===== config.mk =====
export PLATFORM = sky130hd
export DESIGN_NAME = aca_grid
export DESIGN_NICKNAME = d
export VERILOG_FILES = /design/src/rtl/aca_pkg.sv /design/src/rtl/aca_scheduler.sv /design/src/rtl/aca_cell.sv /design/src/rtl/aca_grid.sv
export SDC_FILE = /design/constraint.sdc
export NUM_CORES = 1
export LEC_CHECK = 0
export BUFFER_PORTS_ARGS = -buffer_cell sky130_fd_sc_hd__buf_2
export CAP_MARGIN = 10
export CORE_ASPECT_RATIO = 1.75
export CORE_MARGIN = 2
export CORE_UTILIZATION = 59
export DETAILED_ROUTE_END_ITERATION = 8
export PLACE_DENSITY = 0.82
export SLEW_MARGIN = 20
export SYNTH_ARGS = -nofsm -noshare
export SYNTH_HDL_FRONTEND = slang
export SYNTH_HIERARCHICAL = 1
export SYNTH_SLANG_ARGS = --single-unit

===== constraint.sdc =====
create_clock -name clk -period 3.1 [get_ports clk]
set_clock_uncertainty 0.05 [all_clocks]
set_input_delay 0.465 -clock clk [delete_from_list [all_inputs] [get_ports clk]]
set_output_delay 0.465 -clock clk [all_outputs]
set_load 0.1 [all_outputs]

===== src/rtl/aca_pkg.sv =====
// Shared encodings for the cellular grid.
// Edge memory values: 00 empty, 11 marker, 01 moving to higher index, 10 to lower.
// Cell view of a memory is {inner half, outer half} as seen from that cell.
package aca_pkg;
    typedef logic [1:0] mem_t;

    localparam mem_t MEM_EMPTY = 2'b00;
    localparam mem_t MEM_MARK  = 2'b11;
    localparam mem_t PHYS_INC  = 2'b01;
    localparam mem_t PHYS_DEC  = 2'b10;
    localparam mem_t VIEW_IN   = 2'b10;
    localparam mem_t VIEW_OUT  = 2'b01;

    // Side order around a cell; rotation is +1 modulo 4.
    localparam logic [1:0] SIDE_N = 2'd0;
    localparam logic [1:0] SIDE_E = 2'd1;
    localparam logic [1:0] SIDE_S = 2'd2;
    localparam logic [1:0] SIDE_W = 2'd3;

    // Exchanges the two halves; maps north and west memories between views.
    function automatic mem_t swap_half(input mem_t m);
        return {m[0], m[1]};
    endfunction
endpackage


===== src/rtl/aca_scheduler.sv =====
// Picks one cell per cycle from a 16-bit Fibonacci LFSR.
// Assumes SEED is nonzero; the pick is the LFSR value modulo NCELLS.
module aca_scheduler #(
    parameter int          NCELLS = 16,
    parameter int          SEL_W  = 4,
    parameter logic [15:0] SEED   = 16'hACE1
) (
    input  logic             clk,
    input  logic             rst_n,
    output logic [SEL_W-1:0] pick_o
);
    logic [15:0] lfsr_q;
    logic        fb;

    // Taps 16,14,13,11 give a maximal-length sequence.
    assign fb = lfsr_q[15] ^ lfsr_q[13] ^ lfsr_q[12] ^ lfsr_q[10];

    // Advance the shift register once per cycle.
    always_ff @(posedge clk) begin
        if (!rst_n) lfsr_q <= SEED;
        else        lfsr_q <= {lfsr_q[14:0], fb};
    end

    assign pick_o = SEL_W'(lfsr_q % 16'(NCELLS));

    AST_LFSR_LIVE: assert property (@(posedge clk) disable iff (!rst_n)
        lfsr_q != 16'h0000);
    AST_PICK_RANGE: assert property (@(posedge clk) disable iff (!rst_n)
        32'(pick_o) < NCELLS);
endmodule


===== src/rtl/aca_cell.sv =====
// Rule matcher for one cell, combinational.
// Input is the cell view of its four memories, indexed N,E,S,W.
// Outputs write enables and new cell-view values; nothing is written unless selected.
module aca_cell
    import aca_pkg::*;
(
    input  logic            sel_i,
    input  logic [3:0][1:0] mem_i,
    output logic            fire_o,
    output logic [3:0]      wr_o,
    output logic [3:0][1:0] val_o
);
    logic [3:0] sig_m;
    logic [3:0] fork_m;

    // Match both rule families for every incoming side (rotations).
    always_comb begin
        sig_m  = '0;
        fork_m = '0;
        for (int d = 0; d < 4; d++) begin
            sig_m[2'(d)]  = (mem_i[2'(d)] == VIEW_IN)
                         && (mem_i[2'(d + 1)] == MEM_EMPTY)
                         && (mem_i[2'(d + 2)] == MEM_EMPTY)
                         && (mem_i[2'(d + 3)] == MEM_EMPTY);
            fork_m[2'(d)] = (mem_i[2'(d)] == VIEW_IN)
                         && (mem_i[2'(d + 2)] == MEM_MARK)
                         && (mem_i[2'(d + 1)] == MEM_EMPTY)
                         && (mem_i[2'(d + 3)] == MEM_EMPTY);
        end
    end

    assign fire_o = sel_i && (|(sig_m | fork_m));

    // Produce the right-hand side of whichever rule matched.
    always_comb begin
        wr_o  = '0;
        val_o = '0;
        if (sel_i) begin
            for (int d = 0; d < 4; d++) begin
                if (sig_m[2'(d)]) begin
                    wr_o[2'(d)]      = 1'b1;
                    val_o[2'(d)]     = MEM_EMPTY;
                    wr_o[2'(d + 2)]  = 1'b1;
                    val_o[2'(d + 2)] = VIEW_OUT;
                end else if (fork_m[2'(d)]) begin
                    wr_o[2'(d)]      = 1'b1;
                    val_o[2'(d)]     = MEM_EMPTY;
                    wr_o[2'(d + 1)]  = 1'b1;
                    val_o[2'(d + 1)] = VIEW_OUT;
                    wr_o[2'(d + 3)]  = 1'b1;
                    val_o[2'(d + 3)] = VIEW_OUT;
                end
            end
        end
    end
endmodule


===== src/rtl/aca_grid.sv =====
// Array of ROWS x COLS cells sharing 2-bit edge memories, one cell acting per cycle.
// Assumes IDX_W can hold max(ROWS, COLS) and marker parameters name inner edges.
// Outgoing signals written onto a boundary edge become one-cycle emit pulses.
module aca_grid
    import aca_pkg::*;
#(
    parameter int                          ROWS   = 4,
    parameter int                          COLS   = 4,
    parameter int                          IDX_W  = 3,
    parameter logic [15:0]                 SEED   = 16'hACE1,
    parameter logic [(ROWS+1)*COLS-1:0]    MARK_H = '0,
    parameter logic [ROWS*(COLS+1)-1:0]    MARK_V = 20'h00080
) (
    input  logic                          clk,
    input  logic                          rst_n,
    input  logic                          inj_valid_i,
    input  logic [1:0]                    inj_side_i,
    input  logic [IDX_W-1:0]              inj_idx_i,
    output logic [2*(ROWS+1)*COLS-1:0]    hmem_o,
    output logic [2*ROWS*(COLS+1)-1:0]    vmem_o,
    output logic [COLS-1:0]               emit_n_o,
    output logic [COLS-1:0]               emit_s_o,
    output logic [ROWS-1:0]               emit_w_o,
    output logic [ROWS-1:0]               emit_e_o
);
    localparam int NCELLS = ROWS * COLS;
    localparam int SEL_W  = (NCELLS > 1) ? $clog2(NCELLS) : 1;
    localparam int NH     = (ROWS + 1) * COLS;
    localparam int NV     = ROWS * (COLS + 1);

    logic [NH-1:0][1:0]          hmem_q, hmem_d;
    logic [NV-1:0][1:0]          vmem_q, vmem_d;
    logic [COLS-1:0]             en_n_d, en_s_d;
    logic [ROWS-1:0]             en_w_d, en_e_d;
    logic [SEL_W-1:0]            pick;
    logic [NCELLS-1:0]           fire;
    logic [NCELLS-1:0][3:0]      cwr;
    logic [NCELLS-1:0][3:0][1:0] cval;
    logic                        inj_ok;
    logic                        inj_do;

    aca_scheduler #(.NCELLS(NCELLS), .SEL_W(SEL_W), .SEED(SEED)) u_sched (
        .clk    (clk),
        .rst_n  (rst_n),
        .pick_o (pick)
    );

    for (genvar r = 0; r < ROWS; r++) begin : g_row
        for (genvar c = 0; c < COLS; c++) begin : g_col
            localparam int K = r * COLS + c;
            logic [3:0][1:0] view;
            assign view[SIDE_N] = swap_half(hmem_q[r * COLS + c]);
            assign view[SIDE_S] = hmem_q[(r + 1) * COLS + c];
            assign view[SIDE_W] = swap_half(vmem_q[r * (COLS + 1) + c]);
            assign view[SIDE_E] = vmem_q[r * (COLS + 1) + c + 1];
            aca_cell u_cell (
                .sel_i  (pick == SEL_W'(K)),
                .mem_i  (view),
                .fire_o (fire[K]),
                .wr_o   (cwr[K]),
                .val_o  (cval[K])
            );
        end
    end

    // Injection is legal when the index lies on the chosen side.
    always_comb begin
        if (inj_side_i == SIDE_N || inj_side_i == SIDE_S) inj_ok = 32'(inj_idx_i) < COLS;
        else                                              inj_ok = 32'(inj_idx_i) < ROWS;
    end

    // Merge the acting cell's writes and any injection into the next state.
    always_comb begin
        hmem_d = hmem_q;
        vmem_d = vmem_q;
        en_n_d = '0;
        en_s_d = '0;
        en_w_d = '0;
        en_e_d = '0;
        inj_do = 1'b0;
        for (int r = 0; r < ROWS; r++) begin
            for (int c = 0; c < COLS; c++) begin
                if (cwr[r * COLS + c][SIDE_N]) begin
                    if (r == 0 && cval[r * COLS + c][SIDE_N] != MEM_EMPTY) en_n_d[c] = 1'b1;
                    else hmem_d[r * COLS + c] = swap_half(cval[r * COLS + c][SIDE_N]);
                end
                if (cwr[r * COLS + c][SIDE_S]) begin
                    if (r == ROWS - 1 && cval[r * COLS + c][SIDE_S] != MEM_EMPTY) en_s_d[c] = 1'b1;
                    else hmem_d[(r + 1) * COLS + c] = cval[r * COLS + c][SIDE_S];
                end
                if (cwr[r * COLS + c][SIDE_W]) begin
                    if (c == 0 && cval[r * COLS + c][SIDE_W] != MEM_EMPTY) en_w_d[r] = 1'b1;
                    else vmem_d[r * (COLS + 1) + c] = swap_half(cval[r * COLS + c][SIDE_W]);
                end
                if (cwr[r * COLS + c][SIDE_E]) begin
                    if (c == COLS - 1 && cval[r * COLS + c][SIDE_E] != MEM_EMPTY) en_e_d[r] = 1'b1;
                    else vmem_d[r * (COLS + 1) + c + 1] = cval[r * COLS + c][SIDE_E];
                end
            end
        end
        if (inj_valid_i && inj_ok) begin
            case (inj_side_i)
                SIDE_N: if (hmem_q[32'(inj_idx_i)] == MEM_EMPTY) begin
                    hmem_d[32'(inj_idx_i)] = PHYS_INC;
                    inj_do = 1'b1;
                end
                SIDE_S: if (hmem_q[ROWS * COLS + 32'(inj_idx_i)] == MEM_EMPTY) begin
                    hmem_d[ROWS * COLS + 32'(inj_idx_i)] = PHYS_DEC;
                    inj_do = 1'b1;
                end
                SIDE_W: if (vmem_q[32'(inj_idx_i) * (COLS + 1)] == MEM_EMPTY) begin
                    vmem_d[32'(inj_idx_i) * (COLS + 1)] = PHYS_INC;
                    inj_do = 1'b1;
                end
                default: if (vmem_q[32'(inj_idx_i) * (COLS + 1) + COLS] == MEM_EMPTY) begin
                    vmem_d[32'(inj_idx_i) * (COLS + 1) + COLS] = PHYS_DEC;
                    inj_do = 1'b1;
                end
            endcase
        end
    end

    // Edge state and emit pulse registers; markers are loaded at reset.
    always_ff @(posedge clk) begin
        if (!rst_n) begin
            for (int i = 0; i < NH; i++) hmem_q[i] <= MARK_H[i] ? MEM_MARK : MEM_EMPTY;
            for (int i = 0; i < NV; i++) vmem_q[i] <= MARK_V[i] ? MEM_MARK : MEM_EMPTY;
            emit_n_o <= '0;
            emit_s_o <= '0;
            emit_w_o <= '0;
            emit_e_o <= '0;
        end else begin
            hmem_q   <= hmem_d;
            vmem_q   <= vmem_d;
            emit_n_o <= en_n_d;
            emit_s_o <= en_s_d;
            emit_w_o <= en_w_d;
            emit_e_o <= en_e_d;
        end
    end

    assign hmem_o = hmem_q;
    assign vmem_o = vmem_q;

    AST_ONE_FIRE: assert property (@(posedge clk) disable iff (!rst_n)
        $onehot0(fire));
    AST_HOLD_IDLE: assert property (@(posedge clk) disable iff (!rst_n)
        (!(|fire) && !inj_do) |=> ($stable(hmem_q) && $stable(vmem_q)));
    AST_EMIT_CAUSE: assert property (@(posedge clk) disable iff (!rst_n)
        (|{emit_n_o, emit_s_o, emit_w_o, emit_e_o}) |-> $past(|fire));
    AST_EMIT_SINGLE: assert property (@(posedge clk) disable iff (!rst_n)
        (|emit_n_o) |=> !(|(emit_n_o & $past(emit_n_o))));

    for (genvar i = 0; i < NV; i++) begin : g_vmark
        AST_VMARK_KEEP: assert property (@(posedge clk) disable iff (!rst_n)
            (vmem_q[i] == MEM_MARK) |=> (vmem_q[i] == MEM_MARK));
    end
    for (genvar i = 0; i < NH; i++) begin : g_hmark
        AST_HMARK_KEEP: assert property (@(posedge clk) disable iff (!rst_n)
            (hmem_q[i] == MEM_MARK) |=> (hmem_q[i] == MEM_MARK));
    end
endmodule


### After elaboration in Yosys (flattened, before gate mapping)

Cells that the tools add are included.
W data, S select, Z words.

| operators by class | value |
|---|---|
| bitwise logic cells | 13 |
| $mul | 1 |
| reductions and logical operators | 15 |
| add/sub/neg operators | 2 |
| muxes and demuxes | 24 |
| order comparisons | 9 |
| eq/ne operators | 5 |

Operators with widths:

| operator | count |
|---|---|
| $mux W40 | 5 |
| $pmux W40 S2 | 2 |
| $and A20 B20 Y20 | 4 |
| $not A20 Y20 | 3 |
| $or A20 B20 Y20 | 3 |
| $mux W32 | 1 |
| $bmux W2 S5 | 3 |
| $demux W2 S5 | 3 |
| $not A8 Y20 | 1 |
| $or A20 B8 Y20 | 1 |
| $mux W2 | 8 |
| $ge A6 B1 Y1 const B | 2 |
| $lt A6 B6 Y1 const B | 2 |
| $logic_not A2 Y1 | 5 |
| $reduce_and A4 Y1 | 2 |
| $add A6 B3 Y7 const B | 1 |
| $ge A7 B1 Y1 const B | 1 |
| $lt A7 B6 Y1 const B | 1 |
| $add A5 B3 Y6 const A | 1 |
| $bmux W2 S3 | 1 |
| $demux W2 S3 | 1 |
| $lt A3 B6 Y1 const B | 1 |
| $mul A3 B3 Y6 const B | 1 |
| $logic_and A1 B1 Y1 | 5 |
| 8 further kinds | 11 |

| storage, ports and cells | value |
|---|---|
| word-level logic and storage cells | 109 |
| register bits | 80 |
| input port bits | 8 |
| output and inout bits | 96 |

### Logic depth before layout (Yosys ltp)

| depth | value |
|---|---|
| depth after elaboration | 11 |
| depth in mapped cells | 11 |
| depth with buffers taken out | 9 |

### By module

Netlist, hierarchy kept.

Modules (own cells, without submodules):

| module | times used | cells each | seq. area each (sq um) | area each (sq um) |
|---|---|---|---|---|
| aca_grid | 1 | 590 | 1921.8 | 4815.9 |
| aca_cell | 16 | 14 | 0.0 | 101.3 |
| aca_scheduler | 1 | 40 | 320.3 | 488.0 |

### Worst setup path after synthesis

OpenSTA, ideal clock, no wires.

| timing | value |
|---|---|
| path kind | input to register |
| from | input port inj_idx_i[1] |
| to | register vmem_q (netlist bit vmem_o[32]) |
| setup time | 91 ps |
| required time | 2959 ps |
| setup slack | 469 ps |
| arrival | 2490 ps |
| path buffers | 4 |
| stages | 10 |
| path through | buf_4 > clkbuf_1 > and2_1 > ha_1 > clkbuf_1 > xor2_1 > a41oi_1 > and3_1 > clkbuf_1 > a311oi_1 |

| on the way | value |
|---|---|
| word-level cells in the longest chain between the ends | 11 |
| elaborated cells on any way between the ends | 30 |
| those cells by class | add/sub: 1; mul: 1; order compare: 5; eq/ne: 1; mux: 12; bitwise: 3; reduce/logical: 7 |

Ends and longest elaborated chain:

| item | RTL line | RTL |
|---|---|---|
| from (decl) | aca_grid.sv:18 | `input logic [IDX_W-1:0] inj_idx_i,` |
| $mul A3 B3 Y6 | - |  |
| $add A6 B3 Y7 | aca_grid.sv:115, aca_grid.sv:116 |  |
| $ge A7 B1 Y1 (not written as such) / $lt A7 B6 Y1 (equally long branches) | aca_grid.sv:116 | `vmem_d[32'(inj_idx_i) * (COLS + 1) + COLS] = PHYS_DEC;` |
| $logic_and A1 B1 Y1 (not written as such) | aca_grid.sv:116 |  |
| $mux W2 (not written as such) | aca_grid.sv:116 |  |
| $demux W2 S5 | aca_grid.sv:116 |  |
| $not A20 Y20 (no line) | - |  |
| $and A20 B20 Y20 (no line) | - |  |
| $mux W40 | aca_grid.sv:115 | `default: if (vmem_q[32'(inj_idx_i) * (COLS + 1) + COLS] == MEM_EMPTY) begin` |
| $pmux W40 S2 | aca_grid.sv:102 | `case (inj_side_i)` |
| $mux W40 | aca_grid.sv:101 | `if (inj_valid_i && inj_ok) begin` |
| to (signal assigned) | aca_grid.sv:134 | `vmem_q <= vmem_d;` |
| to (decl) | aca_grid.sv:32 | `logic [NV-1:0][1:0] vmem_q, vmem_d;` |

Several ways; a longest one is shown, not always the timed one. The select of a mux whose other input is x is not followed.
A chain may end at the register's enable or synchronous reset.

### Worst setup path after layout

| timing | value |
|---|---|
| from | input port inj_idx_i[2] |
| to | register vmem_q (netlist bit vmem_o[22]) |

The elaborated chain is that of the path after synthesis.

==> flow_summary.yaml <==
layout:
  drive_above_1_share_pct: 17.4
  antenna_cells: 0
  fin_nets: 881
  final_cell_area_mm2: 0.00649
  area_growth_pct: 4.45
  fill_cells: 938
drt:
  via_per_inst: 4.88
  drt_iter0_drc: 193
  wl_per_cell_um: 13.7
  routed_wl_um: 13700
  vias: 4883
  dr.pass1.iters: 5
  ant_nets: 0
  drcViolationCount: 0
flow_run:
  cap_viol_max_count: 0
worst_setup_path:
  path_buf_inv: 3
  crit_chain: "buf_2 -> ha_1 -> xnor2_1 -> inv_1 -> ha_1 -> nor2_1 -> a221o_1 -> nor2_2 -> buf_12 -> o311a_1"
  cp_slowest_stage_delay_ns: 0.43
  cp.required_ns: 3.29
  worstRegToRegCells: 5
  cpMostUsedCell: "ha_1"
  cp_top_family: "adder cells"
  start_kind: "primary input"
  r2r-end: "vmem_o[24]"
  crit_fanout: 18
  timing.rr.start: "vmem_o[5]"
  critPathKind: "in -> reg"
  reg2reg_slack_ns: 1.04
  arrival_ns: 2.80
  endpoint_kind: "flip-flop"
  cp_slowest_cell: "ha_1"
sta:
  hold_violations: 0
  setup_tns_ns: 0
  slew_viol_final: 0
  fin_crit_ns: 2.61
  hold_ws_ns: 0.443
  rsz0062_at_grt: "no"
  maxSlewHeadroom_pct: 60.0
  worst_pin_slew_ns: 0.599
  setup_viol: 0
  min_period_over_period_pct: 84.3
  clock.fmax_mhz: 383
floorplanning:
  die-area_mm2: 0.0114
  die_h_um: 140
  start_util_pct: 60.3
  pin_count: 104
  die_w_um: 81.6
  core_mm2: 0.0103
  core.rowCount: 49
synth:
  yosys_warnings: 6
  synth_area_mm2: 0.00621
  avgSynthCellArea_um2: 8.01
  syn_inst: 776
clock_network:
  clkTransAtPathRegs_ns: 0.06
  cts_tree: "built"
  cts_sinks: 96
  cts.htree.levels: 3
  insertion_delay_ns: 0.35
  post-cts-setup-buffer-count: 0
  root_buffer: "clkbuf_16"
  cts_hold_buf: 0
  cts-resized-gates: 0
  clockBufferDepth: 2
  cts-buffers-inserted: 9
outcome:
  status: "finished, final reports clean"
global_route:
  grt_pass1_wl_um: 21800
  grt_usage_pct: 25.0
  antenna_found_initial: 0
  grt_max_degree: 31
  grt_overflow: 0
  grt_pass1_vias: 4599
placement:
  globalplace.congestion: 1.03
  io_buffers: 103
  post_dp_cell_area_mm2: 0.00615
  place_hpwl_um: 10800
power_and_ir_drop:
  p_total_w: 0.00349
  p_leak_nw: 3.16
  power_density_mw_per_mm2: 537
  ir_drop_mv: 0.317
hold_path:
  min_path_type: "reg -> reg"
  hold_depth: 2
  worstHoldEndpoint: "vmem_o[29]"
  min-delay-start: "vmem_o[29]"
## flip-flops by register name, summed over array words and instances, names as in the netlist
| register | cells |
|---|---|
| vmem_o | 40 |
| emit_e_o | 4 |
| emit_w_o | 4 |
| emit_s_o | 4 |
| hmem_o | 40 |
| emit_n_o | 4 |
## worst max path at each step
stage,from,to,slack (ns),cells after the start
2_1_floorplan,inj_idx_i[1],vmem_o[32],0.47,10
6_report,inj_idx_i[2],vmem_o[22],0.49,10
5_1_grt,inj_idx_i[2],vmem_o[2],0.38,10
3_3_place_gp,inj_idx_i[2],vmem_o[16],0.23,10
3_5_place_dp,inj_idx_i[2],vmem_o[2],0.18,10
4_1_cts,inj_idx_i[2],vmem_o[2],0.53,10
## placed cells by master (no fill, tap or decap), types with 3 or more instances in the layout
cell / n
o2111ai_1: 4
o311ai_0: 3
buf_4: 14
dfxtp_1: 96
bufinv_16: 3
o21ai_0: 17
or3_1: 4
o31ai_1: 11
nor2_1: 123
o211ai_1: 6
inv_1: 7
clkbuf_16: 9
conb_1: 192
buf_2: 103
mux2_2: 10
nor3_1: 6
nor4_1: 4
nand2_1: 69
a2bb2oi_1: 9
a32o_1: 5
and3_1: 11
ha_1: 4
nand3_1: 15
o311a_1: 5
mux2i_1: 43
o221ai_1: 5
and2_1: 6
a22oi_1: 6
nor2b_1: 6
a21oi_1: 32
nand2b_1: 3
o21ai_1: 3
## layer usage
metal / wire length, µm / GRT usage, % / part of all wire, %
met1: 4980 / 25.9 / 36
met2: 7330 / 45.2 / 53
met3: 811 / 5.45 / 5.9
met4: 627 / 13.2 / 4.6
met5: 0 / 0 / 0
## layout make-up
class                   count  area (µm²)  share of cell area [%]
clock buffers               9         225                    3.47
clock inverters             7         120                    1.85
inverters                   9        33.8                   0.520
multi-input cells         635        3390                    52.2
flip-flops and latches     96        1920                    29.6
well taps                 127         159                    2.45
repair buffers            118         641                    9.87
## through the flow
| stage | utilization, % | worst slack (ns) | std cells |
|---|---|---|---|
| after global routing | 63.0 | 0.381 | 1001 |
| after global placement | 59.7 | 0.233 | 985 |
| final | 63.0 | 0.487 | 1001 |
| after detailed placement | 59.7 | 0.180 | 985 |
| after CTS | 63.0 | 0.529 | 1001 |
| after floorplan | - | 0.469 | 952 |
## worst register-to-register path, delay by kind of cell, from the launching register on
family | cells | cell delay (ns)
AND/OR/NAND/NOR | 2 | 0.36
flip-flops | 1 | 0.39
AO/OA/AOI/OAI | 2 | 0.64
multiplexers | 1 | 0.54
## power breakdown
part           internal [W]  switching (W)  total, W
registers           0.00129      0.0000308   0.00132
logic              0.000204       0.000685  0.000889
clock network      0.000790       0.000491   0.00128
total               0.00228        0.00121   0.00349
No activity file was read; power rests on OpenSTA's default activity.
